==> src/rtl/usb_mon_pkg.sv <==
package usb_mon_pkg;
  typedef enum logic [1:0] {
    LN_SE0 = 2'b00,
    LN_J   = 2'b01,
    LN_K   = 2'b10,
    LN_SE1 = 2'b11
  } line_e;

  typedef enum logic [1:0] {
    BS_ACTIVE = 2'd0,
    BS_SUSP   = 2'd1,
    BS_DRIVE  = 2'd2
  } bus_st_e;

  localparam int NFLAG = 4;

  // saturating increment: advance only when adv is high and below lim
  function automatic int unsigned sat_step(int unsigned cur, int unsigned lim, logic adv);
    if (adv && cur < lim) return cur + 1;
    return cur;
  endfunction

  // counter width able to hold the value lim
  function automatic int unsigned cnt_w(int unsigned lim);
    if (lim < 2) return 1;
    return $clog2(lim + 1);
  endfunction
endpackage

==> src/rtl/usb_line_timer.sv <==
module usb_line_timer
  import usb_mon_pkg::*;
#(
  parameter int unsigned IDLE_TICKS = 3000,
  parameter int unsigned SE0_CYCLES = 120
) (
  input  logic  clk,
  input  logic  rst_n,
  input  line_e line,
  input  logic  tick,
  input  logic  hold,
  output logic  idle_hit,
  output logic  se0_hit
);
  localparam int unsigned IW = cnt_w(IDLE_TICKS);
  localparam int unsigned SW = cnt_w(SE0_CYCLES);

  logic [IW-1:0] idle_q;
  logic [SW-1:0] se0_q;
  logic is_j, is_se0;

  assign is_j   = (line == LN_J)   && !hold;
  assign is_se0 = (line == LN_SE0) && !hold;

  always_ff @(posedge clk or negedge rst_n) begin
    if (!rst_n) begin
      idle_q <= '0;
      se0_q  <= '0;
    end else begin
      idle_q <= is_j   ? IW'(sat_step(32'(idle_q), IDLE_TICKS, tick)) : '0;
      se0_q  <= is_se0 ? SW'(sat_step(32'(se0_q), SE0_CYCLES, 1'b1)) : '0;
    end
  end

  assign idle_hit = is_j && tick && (32'(idle_q) == IDLE_TICKS - 1);
  assign se0_hit  = is_se0 && (32'(se0_q) == SE0_CYCLES - 1);
endmodule

==> src/rtl/usb_susp_wake.sv <==
module usb_susp_wake
  import usb_mon_pkg::*;
#(
  parameter int unsigned WAKE_TICKS  = 5000,
  parameter int unsigned DRIVE_TICKS = 10000
) (
  input  logic clk,
  input  logic rst_n,
  input  logic tick,
  input  logic idle_hit,
  input  logic se0_hit,
  input  logic line_k,
  input  logic wake_req,
  output logic suspended,
  output logic driving,
  output logic ev_susp,
  output logic ev_res,
  output logic ev_wake
);
  localparam int unsigned WW = cnt_w(WAKE_TICKS);
  localparam int unsigned DW = cnt_w(DRIVE_TICKS);

  bus_st_e st_q, st_d;
  logic [WW-1:0] sus_q;
  logic [DW-1:0] drv_q;
  logic wake_ok, drv_end;

  assign suspended = (st_q == BS_SUSP);
  assign driving   = (st_q == BS_DRIVE);
  assign wake_ok   = 32'(sus_q) >= WAKE_TICKS;
  assign drv_end   = driving && tick && (32'(drv_q) == DRIVE_TICKS - 1);

  assign ev_susp = (st_q == BS_ACTIVE) && idle_hit;
  assign ev_res  = suspended && line_k;
  assign ev_wake = suspended && !se0_hit && !line_k && wake_req && wake_ok;

  always_comb begin
    st_d = st_q;
    case (st_q)
      BS_ACTIVE: if (ev_susp) st_d = BS_SUSP;
      BS_SUSP: begin
        if (se0_hit || ev_res) st_d = BS_ACTIVE;
        else if (ev_wake)      st_d = BS_DRIVE;
      end
      BS_DRIVE: if (drv_end) st_d = BS_ACTIVE;
      default: st_d = BS_ACTIVE;
    endcase
  end

  always_ff @(posedge clk or negedge rst_n) begin
    if (!rst_n) begin
      st_q  <= BS_ACTIVE;
      sus_q <= '0;
      drv_q <= '0;
    end else begin
      st_q  <= st_d;
      sus_q <= suspended ? WW'(sat_step(32'(sus_q), WAKE_TICKS, tick)) : '0;
      drv_q <= driving ? DW'(sat_step(32'(drv_q), DRIVE_TICKS, tick)) : '0;
    end
  end
endmodule

==> src/rtl/usb_flag_bank.sv <==
module usb_flag_bank #(
  parameter int N = 4
) (
  input  logic         clk,
  input  logic         rst_n,
  input  logic [N-1:0] set,
  input  logic [N-1:0] clr,
  output logic [N-1:0] q
);
  for (genvar i = 0; i < N; i++) begin : g_flag
    always_ff @(posedge clk or negedge rst_n) begin
      if (!rst_n)      q[i] <= 1'b0;
      else if (set[i]) q[i] <= 1'b1;
      else if (clr[i]) q[i] <= 1'b0;
    end
  end
endmodule

==> src/rtl/usb_bus_monitor.sv <==
module usb_bus_monitor
  import usb_mon_pkg::*;
#(
  parameter int unsigned IDLE_TICKS  = 3000,
  parameter int unsigned SE0_CYCLES  = 120,
  parameter int unsigned WAKE_TICKS  = 5000,
  parameter int unsigned DRIVE_TICKS = 10000
) (
  input  logic       clk,
  input  logic       por_n,
  input  logic       rst_n,
  input  logic [1:0] line_i,
  input  logic       us_tick,
  input  logic       attach,
  input  logic       low_speed,
  input  logic       wake_req,
  input  logic       gnack,
  input  logic       pkt_setup,
  input  logic       pullrst_we,
  input  logic       pullrst_wd,
  input  logic [3:0] flag_clr,
  output logic [7:0] status,
  output logic       pullrst_o,
  output logic       pu_dp,
  output logic       pu_dm,
  output logic       drive_k,
  output logic       nack_all
);
  logic mon_rst_n;
  line_e line;
  logic idle_hit, ev_rst, suspended, driving;
  logic ev_susp, ev_res, ev_wake;
  logic [NFLAG-1:0] flags, flag_set;
  logic pr_q, pu_en;

  assign mon_rst_n = por_n & rst_n;
  assign line      = line_e'(line_i);

  usb_line_timer #(
    .IDLE_TICKS(IDLE_TICKS),
    .SE0_CYCLES(SE0_CYCLES)
  ) u_timer (
    .clk     (clk),
    .rst_n   (mon_rst_n),
    .line    (line),
    .tick    (us_tick),
    .hold    (driving),
    .idle_hit(idle_hit),
    .se0_hit (ev_rst)
  );

  usb_susp_wake #(
    .WAKE_TICKS (WAKE_TICKS),
    .DRIVE_TICKS(DRIVE_TICKS)
  ) u_wake (
    .clk      (clk),
    .rst_n    (mon_rst_n),
    .tick     (us_tick),
    .idle_hit (idle_hit),
    .se0_hit  (ev_rst),
    .line_k   (line == LN_K),
    .wake_req (wake_req),
    .suspended(suspended),
    .driving  (driving),
    .ev_susp  (ev_susp),
    .ev_res   (ev_res),
    .ev_wake  (ev_wake)
  );

  assign flag_set = {ev_wake, ev_res, ev_susp, ev_rst};

  usb_flag_bank #(.N(NFLAG)) u_flags (
    .clk  (clk),
    .rst_n(mon_rst_n),
    .set  (flag_set),
    .clr  (flag_clr),
    .q    (flags)
  );

  // pull-during-reset bit: only power-on reset clears it
  always_ff @(posedge clk or negedge por_n) begin
    if (!por_n)          pr_q <= 1'b0;
    else if (pullrst_we) pr_q <= pullrst_wd;
  end

  assign pu_en     = rst_n ? attach : pr_q;
  assign pu_dp     = por_n && pu_en && !low_speed;
  assign pu_dm     = por_n && pu_en && low_speed;
  assign pullrst_o = pr_q;
  assign status    = {{(8 - NFLAG){1'b0}}, flags};
  assign drive_k   = driving;
  assign nack_all  = gnack && !pkt_setup;
endmodule

==> config.mk <==
export PLATFORM = sky130hd
export DESIGN_NAME = usb_bus_monitor
export DESIGN_NICKNAME = d
export VERILOG_FILES = /design/src/rtl/usb_mon_pkg.sv /design/src/rtl/usb_line_timer.sv /design/src/rtl/usb_susp_wake.sv /design/src/rtl/usb_flag_bank.sv /design/src/rtl/usb_bus_monitor.sv
export SDC_FILE = /design/constraint.sdc
export NUM_CORES = 1
export LEC_CHECK = 0
export ABC_CLOCK_PERIOD_IN_PS = 4300
export BUFFER_PORTS_ARGS = -buffer_cell sky130_fd_sc_hd__buf_2
export CORE_ASPECT_RATIO = 1.4
export CORE_MARGIN = 2
export CORE_UTILIZATION = 30
export CTS_CLUSTER_DIAMETER = 60
export CTS_CLUSTER_SIZE = 12
export DETAILED_ROUTE_END_ITERATION = 10
export SLEW_MARGIN = 15
export SYNTH_ARGS = -nofsm -noshare
export SYNTH_HDL_FRONTEND = slang
export SYNTH_HIERARCHICAL = 1
export SYNTH_SLANG_ARGS = --single-unit
==> constraint.sdc <==
create_clock -name clk -period 4.3 [get_ports clk]
set_input_delay 0.215 -clock clk [delete_from_list [all_inputs] [get_ports clk]]
set_output_delay 0.215 -clock clk [all_outputs]
set_load 0.1 [all_outputs]
Word level (Yosys, flattened, before mapping)
Cells that the tools add are included.

Order comparisons: 5. Add/subtract/negate cells: 4. Equal/unequal tests: 14. Multiplexer cells: 30. Bitwise logic cells: 1. Reduce and logical (&&, ||, !) cells: 33.

Operators with widths (count): $mux W14 (3); $mux W13 (3); $mux W12 (3); $mux W7 (3); $logic_and A1 B1 Y1 (20); $add A14 B1 Y14 const B (1); $eq A14 B14 Y1 const B (1); $lt A14 B14 Y1 const B (1); $add A13 B1 Y13 const B (1); $ge A13 B13 Y1 const B (1); $lt A13 B13 Y1 const B (1); $mux W1 (13); $add A12 B1 Y12 const B (1); $eq A12 B12 Y1 const B (1); $lt A12 B12 Y1 const B (1); $mux W2 (4); $ne A2 B2 Y1 const B (4); $reduce_bool A2 Y1 (4); $add A7 B1 Y7 const B (1); $eq A7 B7 Y1 const B (1); $lt A7 B7 Y1 const B (1); $pmux W2 S3 (1); $logic_not A1 Y1 (5); $eq A2 B1 Y1 const B (2); 7 further kinds (10).

Word-level logic and storage cells: 97. Flip-flop bits (word level): 53. Input bits: 17.

Longest topological paths before layout
Depth in word-level cells: 12. Mapped depth: 10.

Hierarchy
The synthesis kept the hierarchy.

Modules (own cells, without submodules): usb_susp_wake (times used 1, seq. area each 725.7 um^2, area each 1581.5 um^2, cells an instance 165); usb_line_timer (times used 1, seq. area each 475.5 um^2, area each 1021.0 um^2, cells an instance 107); usb_flag_bank (times used 1, seq. area each 100.1 um^2, area each 145.1 um^2, cells an instance 12); usb_bus_monitor (times used 1, seq. area each 25.0 um^2, area each 120.1 um^2, cells an instance 13).

Worst setup path before layout
Ideal clock, no wire load.

Path type: register -> register. From: register u_wake.st_q[0]. To: register u_wake.st_q[1]. Cell stages (with the launch flop): 11. Slack: 1.430 ns. Period minus slack after synthesis: 2.870 ns. Arrival: 2.743 ns. Buffers on the path: 3. Data required time: 4.172 ns. Setup time: 0.128 ns. Cell sequence: dfrtp_1 > nand2b_1 > clkbuf_1 > clkbuf_1 > inv_1 > or3_1 > clkbuf_1 > nor4_1 > nor3_1 > and3_1 > o21bai_1.

Longest elaborated chain between the ends: 11. Elaborated cells between the ends (all ways): 25. Classes of those cells: 5 x eq/ne; 2 x mux; 18 x reduce/logical.

Ends and longest elaborated chain: from (decl) (line usb_susp_wake.sv:23) `bus_st_e st_q, st_d;`; from (signal assigned) (line usb_susp_wake.sv:56) `st_q <= st_d;`; $eq A2 B2 Y1 (line usb_susp_wake.sv:29) `assign driving = (st_q == BS_DRIVE);`; net drive_k (line usb_bus_monitor.sv:26) `output logic drive_k,`; $logic_not A1 Y1 (line usb_line_timer.sv:23) `assign is_se0 = (line == LN_SE0) && !hold;`; $logic_and A1 B1 Y1 (line usb_line_timer.sv:23); $logic_and A1 B1 Y1 (line usb_line_timer.sv:36) `assign se0_hit = is_se0 && (32'(se0_q) == SE0_CYCLES - 1);`; net ev_rst (line usb_bus_monitor.sv:31) `logic idle_hit, ev_rst, suspended, driving;`; $logic_not A1 Y1 (line usb_susp_wake.sv:35) `assign ev_wake = suspended && !se0_hit && !line_k && wake_req && wake_ok;`; $logic_and A1 B1 Y1 (4 in a row) (line usb_susp_wake.sv:35); net ev_wake (line usb_bus_monitor.sv:32) `logic ev_susp, ev_res, ev_wake;`; $ne A3 B3 Y1 (no line); $reduce_and A3 Y1 (no line).

The timed path passes the listed nets, and every way through them passes these cells. A chain may end at the register's enable or synchronous reset.

Final worst setup path
From: register u_wake.st_q[0]. To: register u_wake.st_q[1].

Longest elaborated chain between the ends: 11. Elaborated cells between the ends (all ways): 25. Classes of those cells: 5 x eq/ne; 2 x mux; 18 x reduce/logical.

Ends and longest elaborated chain (line): $eq A2 B2 Y1 (usb_susp_wake.sv:29); $logic_not A1 Y1 (usb_line_timer.sv:23); $logic_and A1 B1 Y1 (usb_line_timer.sv:23); $logic_and A1 B1 Y1 (usb_line_timer.sv:36); net ev_rst (usb_bus_monitor.sv:31); $logic_not A1 Y1 (usb_susp_wake.sv:35); $logic_and A1 B1 Y1 (4 in a row) (usb_susp_wake.sv:35); net ev_wake (usb_bus_monitor.sv:32); $ne A3 B3 Y1 (no line); $reduce_and A3 Y1 (no line).

The timed path passes the listed nets, and every way through them passes these cells.

==> run summary <==
Status -> completed
Post-synthesis sequential area ratio -> 46.25%
DIE HEIGHT -> 119.7 microns
Pint -> 0.7909 mW
Largest fanout on the critical path -> 16
Area grow syn2layout -> 13.35%
Worst-case clock buffer depth -> 2
Most common cell after layout, fill and taps aside -> dfrtp_1
Initial core utilization -> 30.66%
Die W -> 86.63 microns
Mean routed wirelength per cell -> 13.43 microns
CORE AREA -> 9354 sq um
RSZ-0062 raised after global routing -> no
Hold_buf cts -> 1
Filler Cells Inserted -> 984
Sw frac -> 23.66%
Post-Place Worst Slack -> 1.718 ns
Synth Instances -> 297
Hold Crit Depth -> 2
Worst-path clk slew -> 0.07 ns
Tcrit/Tclk final -> 59.09%
Rows -> 42
R2r worst-path depth -> 7
Unique masters post-synth -> 56
CTS resizes -> 0
Number of global-route vias before repair -> 2243
Nets -> 344
Final core occ -> 34.75%
Number of synthesized flops with an enable pin -> 0
Initial antenna violation count -> 0
Fmax achieved -> 393.5 MHz
Buffers on Ports -> 25
Avg Cell Area, Syn -> 9.656 sq um
Post-synth top area cell -> dfrtp_1
Worst VDD drop -> 137.9 uV
Largest net degree at the start of global routing -> 53
CTS H-tree lvls -> 2
Top_reg_cell synth -> dfrtp_1
Share of layout cells above drive strength 1 -> 14.60%
Pleak -> 1.382 nW
Ports -> 30
Crit path arrival time -> 2.69 ns
Routed wire length -> 5800 microns
Clk pwr share -> 42.7%
Worst skew pair latency -> 0.29 ns
# DRC -> 0
CTS tree -> built
PwrDens -> 318.7 nW/um^2
Max cap viols -> 0
Final setup margin -> 1.759 ns
Overall power -> 1.036 mW
Setup TNS -> 0 ns
Final hold violations -> 0
RePlAce Congestion -> 0.8152
Post-DP HPWL -> 4243 microns
Min Tclk post-route -> 2.541 ns
CTS Buf Count -> 5
Initial drt markers -> 100
Final slew viol count -> 0
Postcts setup bufs -> 0
Sw power -> 0.2451 mW
GR Overflow Total -> 0
Sink Count -> 53
Crit path required time -> 4.45 ns
Synthesized area -> 2868 sq um
Worst clock skew -> 0.009795 ns
Sequential power share -> 48.8%
Critical path class -> reg -> reg
Root Buffer -> clkbuf_16
Synth Register Bits -> 53
Placed Cells -> 424
All-Layer GR Usage -> 12.26%
Worst Tran Pin Value -> 0.6613 ns
Final hold slack -> 0.1596 ns
Crit path launch type -> register
Max-slew headroom -> 55.91%
# diodes -> 0
Top cell type's share of synthesized area -> 46.25%
Fin area -> 3251 sq um
Comb pwr share -> 8.5%
First-pass GRT wire length -> 10350 microns
Placement Cell Area -> 3080 sq um
Top post-synthesis cells by area -> dfrtp_1, nor2_1, xor2_1
Setup violations, final -> 0
Ys Warns -> 6
Element type at the critical path end -> register
FFs w/ async S/R, synth -> 100.0%
Antenna-violating nets left -> 0
Non-Filler Instances -> 432
Drt via density -> 5.167
Pre-antenna DRT Iters -> 4
Vias post-DR -> 2232
Die ar. -> 10370 sq um
Commonest non-fill, non-tap cells in the layout -> dfrtp_1, nor2_1, buf_2
Worst min path class -> in -> reg
==> cells in the mapped netlist, drive strengths merged (3+ instances only) <==
master / n
nand2b: 3
and4: 3
a211oi: 3
a2111oi: 4
o21ai: 9
and3: 5
o31ai: 3
nor2: 40
nand2: 20
clkbuf: 6
or4: 3
a21o: 6
nor4: 6
buf: 6
nor3: 4
ha: 5
xnor2: 12
or3: 8
a21oi: 11
inv: 12
nand4: 11
nand3: 18
dfrtp: 53
xor2: 14
and2: 4
==> final cells by class <==
class	instances	area (sq um)	area share [%]
Timing Repair Buffer	27	142.6	4.388
Sequential cell	53	1326	40.80
Clock inverter	2	35.03	1.078
Inverter	12	45.04	1.386
Multi-Input combinational cell	223	1439	44.26
Clock buffer	5	125.1	3.849
Tap cell	110	137.6	4.234
==> power groups by stage <==
stage,clock (mW),combinational (mW),sequential [mW]
CTS,0.457,0.0899,0.505
finish,0.443,0.0880,0.505
floorplan,0,0.0644,0.521
global placement,0,0.0871,0.515
detailed placement,0,0.0889,0.515
global route,0.479,0.0953,0.506
==> cell families (layout without fill, tap and decap cells) <==
logic type / after synthesis / in the layout / share of synthesized area [%]
simple gates: 131 / 131 / 24.08
compound gates: 53 / 53 / 13.83
flops: 53 / 53 / 46.25
xor+xnor: 26 / 26 / 7.941
buf+inv: 24 / 46 / 3.970
fa+ha+maj: 5 / 5 / 2.182
mux: 4 / 4 / 1.614
other cells: 1 / 4 / 0.1308
==> per-layer routing <==
layer | vias up | GRT usage (%) | share of wire [%]
met5 | - | 0 | 0
met4 | 0 | 4.395 | 1.7
met3 | 7 | 2.063 | 3.0
met2 | 41 | 21.73 | 51
met1 | 1079 | 14.67 | 44
li1 | 1105 | - | -
==> worst max-delay path: stages, from the launching register on <==
cell and delay, ns:
dfrtp_1 0.36, nand2b_1 0.51, inv_1 0.14, or3_1 0.53, nor4_1 0.38, nor3_1 0.12
and3_1 0.21, o21bai_1 0.16
==> state kept, by name, indices dropped and copies added, names as in the netlist <==
register        cells
pullrst_o           1
u_flags/q           4
u_timer/idle_q     12
u_timer/se0_q       7
u_wake/drv_q       14
u_wake/st_q         2
u_wake/sus_q       13
==> final timing paths <==
check                                     from               to  slack (ns)
worst min-delay path                pullrst_wd        pullrst_o        0.16
worst min register to register    u_flags/q[2]     u_flags/q[2]        0.48
min in group asynchronous                rst_n  u_wake/sus_q[1]        0.19
worst max register to register  u_wake/st_q[0]   u_wake/st_q[1]        1.76
max in group asynchronous                por_n  u_wake/sus_q[4]        3.11
worst max-delay path            u_wake/st_q[0]   u_wake/st_q[1]        1.76
No activity file was read; power rests on OpenSTA's default activity.
